`src/rtl/hexld_pkg.sv`:
```
package hexld_pkg;
  typedef enum logic [2:0] {
    ST_HUNT,
    ST_LEN,
    ST_ADDR,
    ST_TYPE,
    ST_DATA,
    ST_SUM,
    ST_DONE
  } ld_state_e;

  localparam logic [7:0] CH_COLON  = 8'h3A;
  localparam logic [7:0] TYPE_DATA = 8'h00;
  localparam logic [7:0] TYPE_EOF  = 8'h01;
endpackage

```
`src/rtl/hexld_nibble_dec.sv`:
```
module hexld_nibble_dec (
  input  logic [7:0] ch,
  output logic [3:0] nib,
  output logic       is_hex,
  output logic       is_colon
);
  import hexld_pkg::*;

  always_comb begin
    nib    = 4'h0;
    is_hex = 1'b1;
    if (ch >= 8'h30 && ch <= 8'h39) begin
      nib = ch[3:0];
    end else if ((ch >= 8'h41 && ch <= 8'h46) || (ch >= 8'h61 && ch <= 8'h66)) begin
      nib = ch[3:0] + 4'd9;
    end else begin
      is_hex = 1'b0;
    end
  end

  assign is_colon = (ch == CH_COLON);
endmodule

```
`src/rtl/hexld_byte_asm.sv`:
```
module hexld_byte_asm (
  input  logic       clk,
  input  logic       rst_n,
  input  logic       clr,
  input  logic       nib_en,
  input  logic [3:0] nib,
  output logic       byte_vld,
  output logic [7:0] byte_o
);
  logic       phase_q, phase_d;
  logic [3:0] hi_q, hi_d;

  always_comb begin
    phase_d = phase_q;
    hi_d    = hi_q;
    if (clr) begin
      phase_d = 1'b0;
    end else if (nib_en) begin
      phase_d = ~phase_q;
      if (!phase_q) hi_d = nib;
    end
  end

  always_ff @(posedge clk or negedge rst_n) begin
    if (!rst_n) begin
      phase_q <= 1'b0;
      hi_q    <= 4'h0;
    end else begin
      phase_q <= phase_d;
      hi_q    <= hi_d;
    end
  end

  assign byte_vld = nib_en && phase_q && !clr;
  assign byte_o   = {hi_q, nib};
endmodule

```
`src/rtl/hexld_sum_acc.sv`:
```
module hexld_sum_acc (
  input  logic       clk,
  input  logic       rst_n,
  input  logic       clr,
  input  logic       add_en,
  input  logic [7:0] add_byte,
  output logic [7:0] sum_o
);
  logic [7:0] sum_q, sum_d;

  always_comb begin
    sum_d = sum_q;
    if (clr)         sum_d = 8'h00;
    else if (add_en) sum_d = sum_q + add_byte;
  end

  always_ff @(posedge clk or negedge rst_n) begin
    if (!rst_n) sum_q <= 8'h00;
    else        sum_q <= sum_d;
  end

  assign sum_o = sum_q;
endmodule

```
`src/rtl/hexld_loader.sv`:
```
module hexld_loader #(
  parameter int ADDR_W = 16
) (
  input  logic              clk,
  input  logic              rst_n,
  input  logic              in_valid,
  input  logic [7:0]        in_char,
  output logic              wr_en,
  output logic [ADDR_W-1:0] wr_addr,
  output logic [7:0]        wr_data,
  output logic              sum_err,
  output logic              fmt_err,
  output logic              done
);
  import hexld_pkg::*;

  localparam int ADDR_BYTES = ADDR_W / 8;
  localparam logic [7:0] ADDR_LAST = 8'(ADDR_BYTES - 1);

  // reset: asserted asynchronously, released on a clock edge
  logic [1:0] rst_sync_q;
  logic       rst_i_n;
  always_ff @(posedge clk or negedge rst_n) begin
    if (!rst_n) rst_sync_q <= 2'b00;
    else        rst_sync_q <= {rst_sync_q[0], 1'b1};
  end
  assign rst_i_n = rst_sync_q[1];

  ld_state_e         state_q, state_d;
  logic [7:0]        len_q, len_d;
  logic [7:0]        idx_q, idx_d;
  logic [ADDR_W-1:0] addr_q, addr_d;
  logic              eof_q, eof_d;
  logic              wr_en_q, wr_en_d;
  logic [ADDR_W-1:0] wr_addr_q, wr_addr_d;
  logic [7:0]        wr_data_q, wr_data_d;
  logic              sum_err_q, sum_err_d;
  logic              fmt_err_q, fmt_err_d;
  logic              done_q, done_d;

  logic [3:0] nib;
  logic       is_hex, is_colon;
  logic       accept, in_rec, colon_in, hex_in, bad_in;
  logic       byte_vld;
  logic [7:0] byte_v;
  logic       sum_clr, sum_add;
  logic [7:0] sum_q, sum_tot;

  hexld_nibble_dec u_dec (
    .ch       (in_char),
    .nib      (nib),
    .is_hex   (is_hex),
    .is_colon (is_colon)
  );

  assign accept   = in_valid && (state_q != ST_DONE);
  assign in_rec   = (state_q != ST_HUNT) && (state_q != ST_DONE);
  assign colon_in = accept && is_colon;
  assign hex_in   = accept && in_rec && is_hex;
  assign bad_in   = accept && in_rec && !is_hex && !is_colon;

  hexld_byte_asm u_asm (
    .clk      (clk),
    .rst_n    (rst_i_n),
    .clr      (colon_in || bad_in),
    .nib_en   (hex_in),
    .nib      (nib),
    .byte_vld (byte_vld),
    .byte_o   (byte_v)
  );

  hexld_sum_acc u_sum (
    .clk      (clk),
    .rst_n    (rst_i_n),
    .clr      (sum_clr),
    .add_en   (sum_add),
    .add_byte (byte_v),
    .sum_o    (sum_q)
  );

  assign sum_tot = sum_q + byte_v;

  always_comb begin
    state_d   = state_q;
    len_d     = len_q;
    idx_d     = idx_q;
    addr_d    = addr_q;
    eof_d     = eof_q;
    wr_en_d   = 1'b0;
    wr_addr_d = wr_addr_q;
    wr_data_d = wr_data_q;
    sum_err_d = sum_err_q;
    fmt_err_d = fmt_err_q;
    done_d    = done_q;
    sum_clr   = 1'b0;
    sum_add   = 1'b0;
    if (colon_in) begin
      if (in_rec) fmt_err_d = 1'b1;
      state_d = ST_LEN;
      idx_d   = 8'h00;
      sum_clr = 1'b1;
    end else if (bad_in) begin
      fmt_err_d = 1'b1;
      state_d   = ST_HUNT;
    end else if (byte_vld) begin
      sum_add = 1'b1;
      case (state_q)
        ST_LEN: begin
          len_d   = byte_v;
          idx_d   = 8'h00;
          state_d = ST_ADDR;
        end
        ST_ADDR: begin
          addr_d = {addr_q[ADDR_W-9:0], byte_v};
          if (idx_q == ADDR_LAST) begin
            idx_d   = 8'h00;
            state_d = ST_TYPE;
          end else begin
            idx_d = idx_q + 8'd1;
          end
        end
        ST_TYPE: begin
          if (byte_v == TYPE_DATA) begin
            eof_d   = 1'b0;
            state_d = (len_q == 8'h00) ? ST_SUM : ST_DATA;
          end else if (byte_v == TYPE_EOF && len_q == 8'h00) begin
            eof_d   = 1'b1;
            state_d = ST_SUM;
          end else begin
            fmt_err_d = 1'b1;
            state_d   = ST_HUNT;
          end
        end
        ST_DATA: begin
          wr_en_d   = 1'b1;
          wr_addr_d = addr_q + ADDR_W'(idx_q);
          wr_data_d = byte_v;
          idx_d     = idx_q + 8'd1;
          if (idx_q == len_q - 8'd1) state_d = ST_SUM;
        end
        ST_SUM: begin
          if (sum_tot != 8'h00) begin
            sum_err_d = 1'b1;
            state_d   = ST_HUNT;
          end else if (eof_q) begin
            done_d  = 1'b1;
            state_d = ST_DONE;
          end else begin
            state_d = ST_HUNT;
          end
        end
        default: state_d = state_q;
      endcase
    end
  end

  always_ff @(posedge clk or negedge rst_i_n) begin
    if (!rst_i_n) begin
      state_q   <= ST_HUNT;
      len_q     <= 8'h00;
      idx_q     <= 8'h00;
      addr_q    <= '0;
      eof_q     <= 1'b0;
      wr_en_q   <= 1'b0;
      wr_addr_q <= '0;
      wr_data_q <= 8'h00;
      sum_err_q <= 1'b0;
      fmt_err_q <= 1'b0;
      done_q    <= 1'b0;
    end else begin
      state_q   <= state_d;
      len_q     <= len_d;
      idx_q     <= idx_d;
      addr_q    <= addr_d;
      eof_q     <= eof_d;
      wr_en_q   <= wr_en_d;
      sum_err_q <= sum_err_d;
      fmt_err_q <= fmt_err_d;
      done_q    <= done_d;
      if (wr_en_d) begin
        wr_addr_q <= wr_addr_d;
        wr_data_q <= wr_data_d;
      end
    end
  end

  assign wr_en   = wr_en_q;
  assign wr_addr = wr_addr_q;
  assign wr_data = wr_data_q;
  assign sum_err = sum_err_q;
  assign fmt_err = fmt_err_q;
  assign done    = done_q;


  wr_pulse_chk: assert property (@(posedge clk) disable iff (!rst_i_n)
    wr_en |=> !wr_en);

  wr_from_data_chk: assert property (@(posedge clk) disable iff (!rst_i_n)
    wr_en |-> $past(state_q == ST_DATA));

  sum_sticky_chk: assert property (@(posedge clk) disable iff (!rst_i_n)
    sum_err |=> sum_err);

  fmt_sticky_chk: assert property (@(posedge clk) disable iff (!rst_i_n)
    fmt_err |=> fmt_err);

  done_hold_chk: assert property (@(posedge clk) disable iff (!rst_i_n)
    done |=> done);

  quiet_after_done_chk: assert property (@(posedge clk) disable iff (!rst_i_n)
    done |=> (!wr_en && $stable(sum_err) && $stable(fmt_err)));
endmodule

```
`config.mk`:
```
export PLATFORM = sky130hd
export DESIGN_NAME = hexld_loader
export DESIGN_NICKNAME = d
export VERILOG_FILES = /design/src/rtl/hexld_pkg.sv /design/src/rtl/hexld_nibble_dec.sv /design/src/rtl/hexld_byte_asm.sv /design/src/rtl/hexld_sum_acc.sv /design/src/rtl/hexld_loader.sv
export SDC_FILE = /design/constraint.sdc
export NUM_CORES = 1
export LEC_CHECK = 0
export CAP_MARGIN = 40
export CORE_UTILIZATION = 65
export CTS_BUF_LIST = sky130_fd_sc_hd__clkbuf_2 sky130_fd_sc_hd__clkbuf_4 sky130_fd_sc_hd__clkbuf_8
export DETAILED_ROUTE_END_ITERATION = 7
export PLACE_DENSITY_LB_ADDON = 0.08
export RECOVER_POWER = 50
export SETUP_SLACK_MARGIN = 0.02
export SYNTH_ARGS = -nofsm -noshare
export SYNTH_HDL_FRONTEND = slang
export SYNTH_SLANG_ARGS = --single-unit
```
`constraint.sdc`:
```
create_clock -name clk -period 4.23 [get_ports clk]
set_input_delay 0.846 -clock clk [delete_from_list [all_inputs] [get_ports clk]]
set_output_delay 0.846 -clock clk [all_outputs]
set_load 0.03 [all_outputs]
```
# Yosys cells after proc, flatten, opt, wreduce, memory -nomap -nowiden
# Cells that the tools add are included.
# word_totals
in_bits	11
output_inout_bits	28
wordCells	128
regBits	79
# op_classes
eq_ne	16
mux	41
order_cmp	6
addsub	5
n_reduce_logical	40
n_bitwise	5
# op_table
op	count
two-way mux 8 bit	6
two-way mux 3 bit	9
case mux 8 bit (3 select lines)	1
two-way mux 1 bit	22
AND reduction 5 bit	4
adder 16 x 8 -> 16 bit	1
equality test 8 x 1 -> 1 bit, second input constant	2
greater-or-equal comparator 8 x 7 -> 1 bit, second input constant	2
less-or-equal comparator 8 x 7 -> 1 bit, second input constant	2
zero test 8 bit	2
case mux 3 bit (5 select lines)	1
logical AND 1 bit	13
AND reduction 4 bit	3
!= test 3 bit, second input constant	3
nonzero test 3 bit	3
adder 8 x 1 -> 8 bit, second input constant	1
adder 8 bit	1
equality test 8 x 6 -> 1 bit, second input constant	1
equality test 8 bit	1
greater-or-equal comparator 8 x 6 -> 1 bit, second input constant	1
less-or-equal comparator 8 x 6 -> 1 bit, second input constant	1
two-way mux 4 bit	2
!= test 4 bit, second input constant	2
nonzero test 2 bit	4
14 further kinds	25

# Depth between registers and ports, before layout
# depth
word_depth	16
depth_mapped	16
mapped_depth_nobuf	16

# Modules after synthesis
# A second synthesis with hierarchy kept.
# unflattened
cells_unflattened	499
hier_area_um2	5009.8
# modules_own_cells
module	area_each_um2	cells_each	instances
hexld_loader	3888.7	388	1
hexld_sum_acc	646.9	66	1
hexld_byte_asm	241.5	17	1
hexld_nibble_dec	232.7	28	1

# Least setup slack after synthesis
# No wires, ideal clock.
# synth_path
path_kind	in2reg
start	input port in_char[3]
end	register state_q[1]
path_slack_ps	324
path_stages	13
t_required_ps	4166
t_arrival_ps	3842
setup_ps	64
cell_sequence	or4b_4 nor3_4 nor4bb_1 or2_2 clkbuf_1 ha_1 nand3_1 o2111ai_1 xor2_1 nor4b_1 nand4_1 a211oi_1 a21o_1
# synth_between
elab_cells_between_ends	40
classes_between	add/sub: 2; order compare: 6; eq/ne: 3; mux: 10; reduce/logical: 19
# synth_rtl
item	line	text
from (decl)	hexld_loader.sv:7	input logic [7:0] in_char,
greater-or-equal comparator 8 x 7 -> 1 bit or less-or-equal comparator 8 x 7 -> 1 bit (tied branches)	hexld_nibble_dec.sv:14	end else if ((ch >= 8'h41 && ch <= 8'h46) || (ch >= 8'h61 && ch <= 8'h66)) begin
logical AND 1 bit	hexld_nibble_dec.sv:14	
logical OR 1 bit	hexld_nibble_dec.sv:14	
two-way mux 4 bit	hexld_nibble_dec.sv:14	
two-way mux 4 bit *	hexld_nibble_dec.sv:12	if (ch >= 8'h30 && ch <= 8'h39) begin
via byte_v[2]	hexld_loader.sv:45	logic [7:0] byte_v;
adder 8 bit	hexld_loader.sv:81	assign sum_tot = sum_q + byte_v;
nonzero test 8 bit	hexld_loader.sv:142	if (sum_tot != 8'h00) begin
two-way mux 3 bit	hexld_loader.sv:142	
case mux 3 bit (5 select lines) *	hexld_loader.sv:107	case (state_q)
two-way mux 3 bit *	hexld_loader.sv:105	end else if (byte_vld) begin
two-way mux 3 bit *	hexld_loader.sv:102	end else if (bad_in) begin
two-way mux 3 bit *	hexld_loader.sv:97	if (colon_in) begin
to (signal assigned)	hexld_loader.sv:171	state_q <= state_d;
to (decl)	hexld_loader.sv:29	ld_state_e state_q, state_d;
# The timed path passes the listed nets; every way through them passes the cells marked *. The select of a mux whose other input is x is not followed.
# A chain may end at the register's enable or synchronous reset.

# Worst setup path in the final report
# layout_path
start	input port in_char[1]
end	register state_q[1]
# layout_between
elab_chain_len	13
elab_cells_between_ends	40
classes_between	add/sub: 2; order compare: 6; eq/ne: 3; mux: 10; reduce/logical: 19
# layout_rtl
item
parallel branches: the longest is 13 deep, another holds greater-or-equal comparator 8 x 7 -> 1 bit
# Several ways; the timed one is not identified. The select of a mux whose other input is x is not followed.

==> out/summary.log <==
[hold_path] path category of the worst min-delay check flop to flop
[placed_design] I/O Buffers 38
[die] number of top-level pins 39
[route] DRC violations left 0
[critical_path] cells on worst reg2reg path 1
[clock_network] clock insertion delay at the later pin of the skew report 0.36 ns
[die] Row Count 30
[route] number of DRC markers after the initial detailed-route iteration 221
[route] highest metal layer with signal wires met4
[placed_design] routability cong. 0.942
[critical_path] most numerous cell on the critical path sky130_fd_sc_hd__ha_1
[timing] Post-Route Skew 0.0132 ns
[finish] final layout net count 583
[clock_network] clock slew at the register clock pins of the worst setup and hold paths 0.09 ns
[route] detailed-routed wire length on met2 5340 µm
[route] Vias per Instance 6.01
[grt] largest net degree at the start of global routing 44
[logic_synthesis] proportion of register bits with asynchronous set or reset after synthesis 1.00
[clock_network] number of cells upsized or downsized after cts 0
[hold_path] hold wc startpoint rst_sync_q[0]
[critical_path] required time of the critical path 4.53 ns
[critical_path] critical path peak fanout 3
[logic_synthesis] list of most frequent post-synthesis cells sky130_fd_sc_hd__dfrtp_1, sky130_fd_sc_hd__nand2_1, sky130_fd_sc_hd__o21ai_0, sky130_fd_sc_hd__nor2_1, sky130_fd_sc_hd__a21oi_1
[grt] initial antenna violation count 0
[critical_path] critical path launch point type input pin
[clock_network] buffer depth of the longest clock path 2
[critical_path] reg-to-reg critical path endpoint wr_addr[1]
[critical_path] critical path data arrival time 4.31 ns
[logic_synthesis] Synth Flop Type sky130_fd_sc_hd__dfrtp_1
[die] overall die area 0.00750 mm²
[timing] hold violation count in the final report 0
[timing] Post-Route Hold Slack 0.379 ns
[timing] number of failing setup endpoints in the final timing report 0
[power_and_ir_drop] worst vdd rail ir drop 198 µV
[logic_synthesis] number of flops mapped to enable cells by yosys 0
[placed_design] Placed Cells incl. Taps 632
[route] post-route antenna net violation count 0
[critical_path] Critical-path top delay cell sky130_fd_sc_hd__clkdlybuf4s50_1
[timing] Final period util 0.948
[route] aggregate routed wire length 10,500 µm
[die] Die Y 86.6 µm
[timing] Worst Tran Pin Value 2.14 ns
[grt] number of global-route vias before repair 3,767
[grt] final global-route overflow total 0
[status] outcome complete, but fails checks
[finish] Ant. Diodes 0
[hold_path] Worst Hold Path Cells 0
[die] chip width 86.6 µm
[logic_synthesis] synthesis warning total 0
[critical_path] Largest stage delay, worst path 0.49 ns
[critical_path] worst-case register-to-register setup slack 0.97 ns
[critical_path] Critical Path Sink Type flop
[finish] post-route core utilization 0.809
[die] standard cell core area 0.00687 mm²
[logic_synthesis] top cell type by total area after synthesis sky130_fd_sc_hd__dfrtp_1
[die] initial standard-cell utilization of the core 0.677
[grt] Total Routing Usage GR 0.304
[critical_path] worst path cell trace clkdlybuf4s50_1 > inv_1 > ha_1 > nor3b_1 > buf_4 > nor3_4 > nor4bb_2 > or2_2 > ha_1 > nand3_1 > o2111ai_1 > xor2_1 > nor4b_2 > nand4_1 > a211oi_2 > a21o_1
[flow_run] count of max-cap constraint violations 1
[power_and_ir_drop] leakage power of the design 2.60 nW
[clock_network] Post-CTS Repair Setup Buffers 0
[route] routed length on met1 4450 µm
[logic_synthesis] share of Yosys cell area claimed by the top area cell type 0.425
[clock_network] CTS buffer count 9
[timing] maximum clock frequency 0.249 GHz
[logic_synthesis] mean post-synth cell area 9.61 µm²
[timing] Total Neg Setup Slack 0 ns
[logic_synthesis] count of state elements after synthesis 79
[clock_network] total clock sinks 79
[finish] relative area change from synthesis to final layout 19.5%
[finish] final standard cell count with taps included and fillers excluded 648
[route] Wirelength per Cell 16.2 µm
[route] met3 wirelength from detailed routing 419 µm
[critical_path] category of the critical setup timing path input pin to flop
[clock_network] clock tree from TritonCTS yes
[logic_synthesis] count of unique library cells instantiated by Yosys 64
[logic_synthesis] ranking of synthesized cells by area sky130_fd_sc_hd__dfrtp_1, sky130_fd_sc_hd__ha_1, sky130_fd_sc_hd__mux2_2, sky130_fd_sc_hd__nand2_1, sky130_fd_sc_hd__o21ai_0
[timing] clock period minus worst slack 4.01 ns
[critical_path] beginning of the worst register-to-register path rst_sync_q[1]
[status] failing checks max-capacitance violations, max-slew violations
[hold_path] capture endpoint of the worst hold path rst_sync_q[1]
[placed_design] Detail Placement HPWL 7730 µm
[route] count of vias placed by the detailed router 3,896
[clock_network] CTS hold repair buffers 0
[timing] final number of max-transition violations 43
[route] number of optimization iterations in the first detailed-route pass 6
[logic_synthesis] net count of the mapped netlist 520
[logic_synthesis] cell area after synthesis 0.00465 mm²
[power_and_ir_drop] Pwr Density 247 mW/mm²
[finish] share of post-route cells with drive strength above 1 0.172
[logic_synthesis] most common cell in the synthesized netlist sky130_fd_sc_hd__dfrtp_1
[clock_network] buffer type at the clock tree root sky130_fd_sc_hd__clkbuf_8
[grt] wire length of the first global-routing pass 17,400 µm
[logic_synthesis] Syn Inst Count 484
[logic_synthesis] sequential element share of the synthesized area 0.425
[clock_network] deepest level of the CTS H-tree 3
[timing] worst slew margin relative to its limit -0.426
worst max path at each step:
stage	from	endpoint	slack, ns
2_1_floorplan	in_char[3]	state_q[1]	0.32
3_3_place_gp	in_char[0]	state_q[1]	-0.13
3_5_place_dp	in_char[1]	state_q[1]	-0.24
4_1_cts	in_char[0]	state_q[1]	0.13
5_1_grt	in_char[0]	state_q[1]	-0.02
6_report	in_char[1]	state_q[1]	0.22
critical path, delay by kind of cell:
| kind | cells | cell delay (ns) |
|---|---|---|
| AOI/OAI and AO/OA | 3 | 0.59 |
| adders and majority gates | 2 | 0.54 |
| and+or+nand+nor | 7 | 1.46 |
| buffers and inverters | 3 | 0.74 |
| xor gates and xnor gates | 1 | 0.13 |
power by group:
group,leakage [nW],total (mW),internal [mW],switching (mW)
logic,1.42,0.0636,0.0307,0.0330
clock network,0.0952,0.545,0.238,0.307
registers,1.08,0.763,0.756,0.00701
cells in the final DEF (no fill, tap or decap), types with 11 or more instances in the layout:
master                            count
sky130_fd_sc_hd__dfrtp_1             79
sky130_fd_sc_hd__mux2_2              25
sky130_fd_sc_hd__nor2_1              30
sky130_fd_sc_hd__o21ai_0             35
sky130_fd_sc_hd__nand2_1             50
sky130_fd_sc_hd__inv_1               23
sky130_fd_sc_hd__ha_1                23
sky130_fd_sc_hd__a21oi_1             26
sky130_fd_sc_hd__clkdlybuf4s50_1     25
sky130_fd_sc_hd__xnor2_1             18
sky130_fd_sc_hd__dlygate4sd3_1       13
sky130_fd_sc_hd__xor2_1              11
sky130_fd_sc_hd__buf_4               32
cell families after synthesis:
group / Yosys count / synth area share
fa+ha+maj: 26 / 0.0726
buf+inv: 43 / 0.0355
simple gates: 162 / 0.185
flops: 79 / 0.425
compound gates: 118 / 0.161
other cells: 1 / 0.000806
xor+xnor: 30 / 0.0597
mux: 25 / 0.0605
through the flow:
| stage | setup WS [ns] | total power [mW] | area, µm² |
|---|---|---|---|
| after detailed placement | -0.238 | 0.841 | 5340 |
| final | 0.221 | 1.37 | 5560 |
| after CTS | 0.126 | 1.37 | 5530 |
| after floorplan | 0.324 | 0.803 | 4650 |
| after global routing | -0.0182 | 1.42 | 5560 |
| after global placement | -0.125 | 0.840 | 5340 |
registers in the layout, summed over array words and instances (netlist names), 2 cells and up:
register / cells
addr_q: 16
wr_addr: 16
idx_q: 8
len_q: 8
u_sum.sum_o: 8
wr_data: 8
u_asm.hi_q: 4
state_q: 3
rst_sync_q: 2
routing by layer:
layer,vias to the layer above,GRT usage
met5,-,0
met4,0,0.147
met3,28,0.0438
met2,119,0.526
met1,1897,0.374
li1,1852,-
area by class of cell:
cell class	count	area [µm²]
Multi-Input combinational cell	362	2540
Sequential cell	79	1980
Fill cell	434	1310
Timing Repair Buffer	72	644
Clock buffer	10	138
Tap cell	96	120
Inverter	23	86.3
Clock inverter	6	50.0
(Power assumes the default switching activity.)
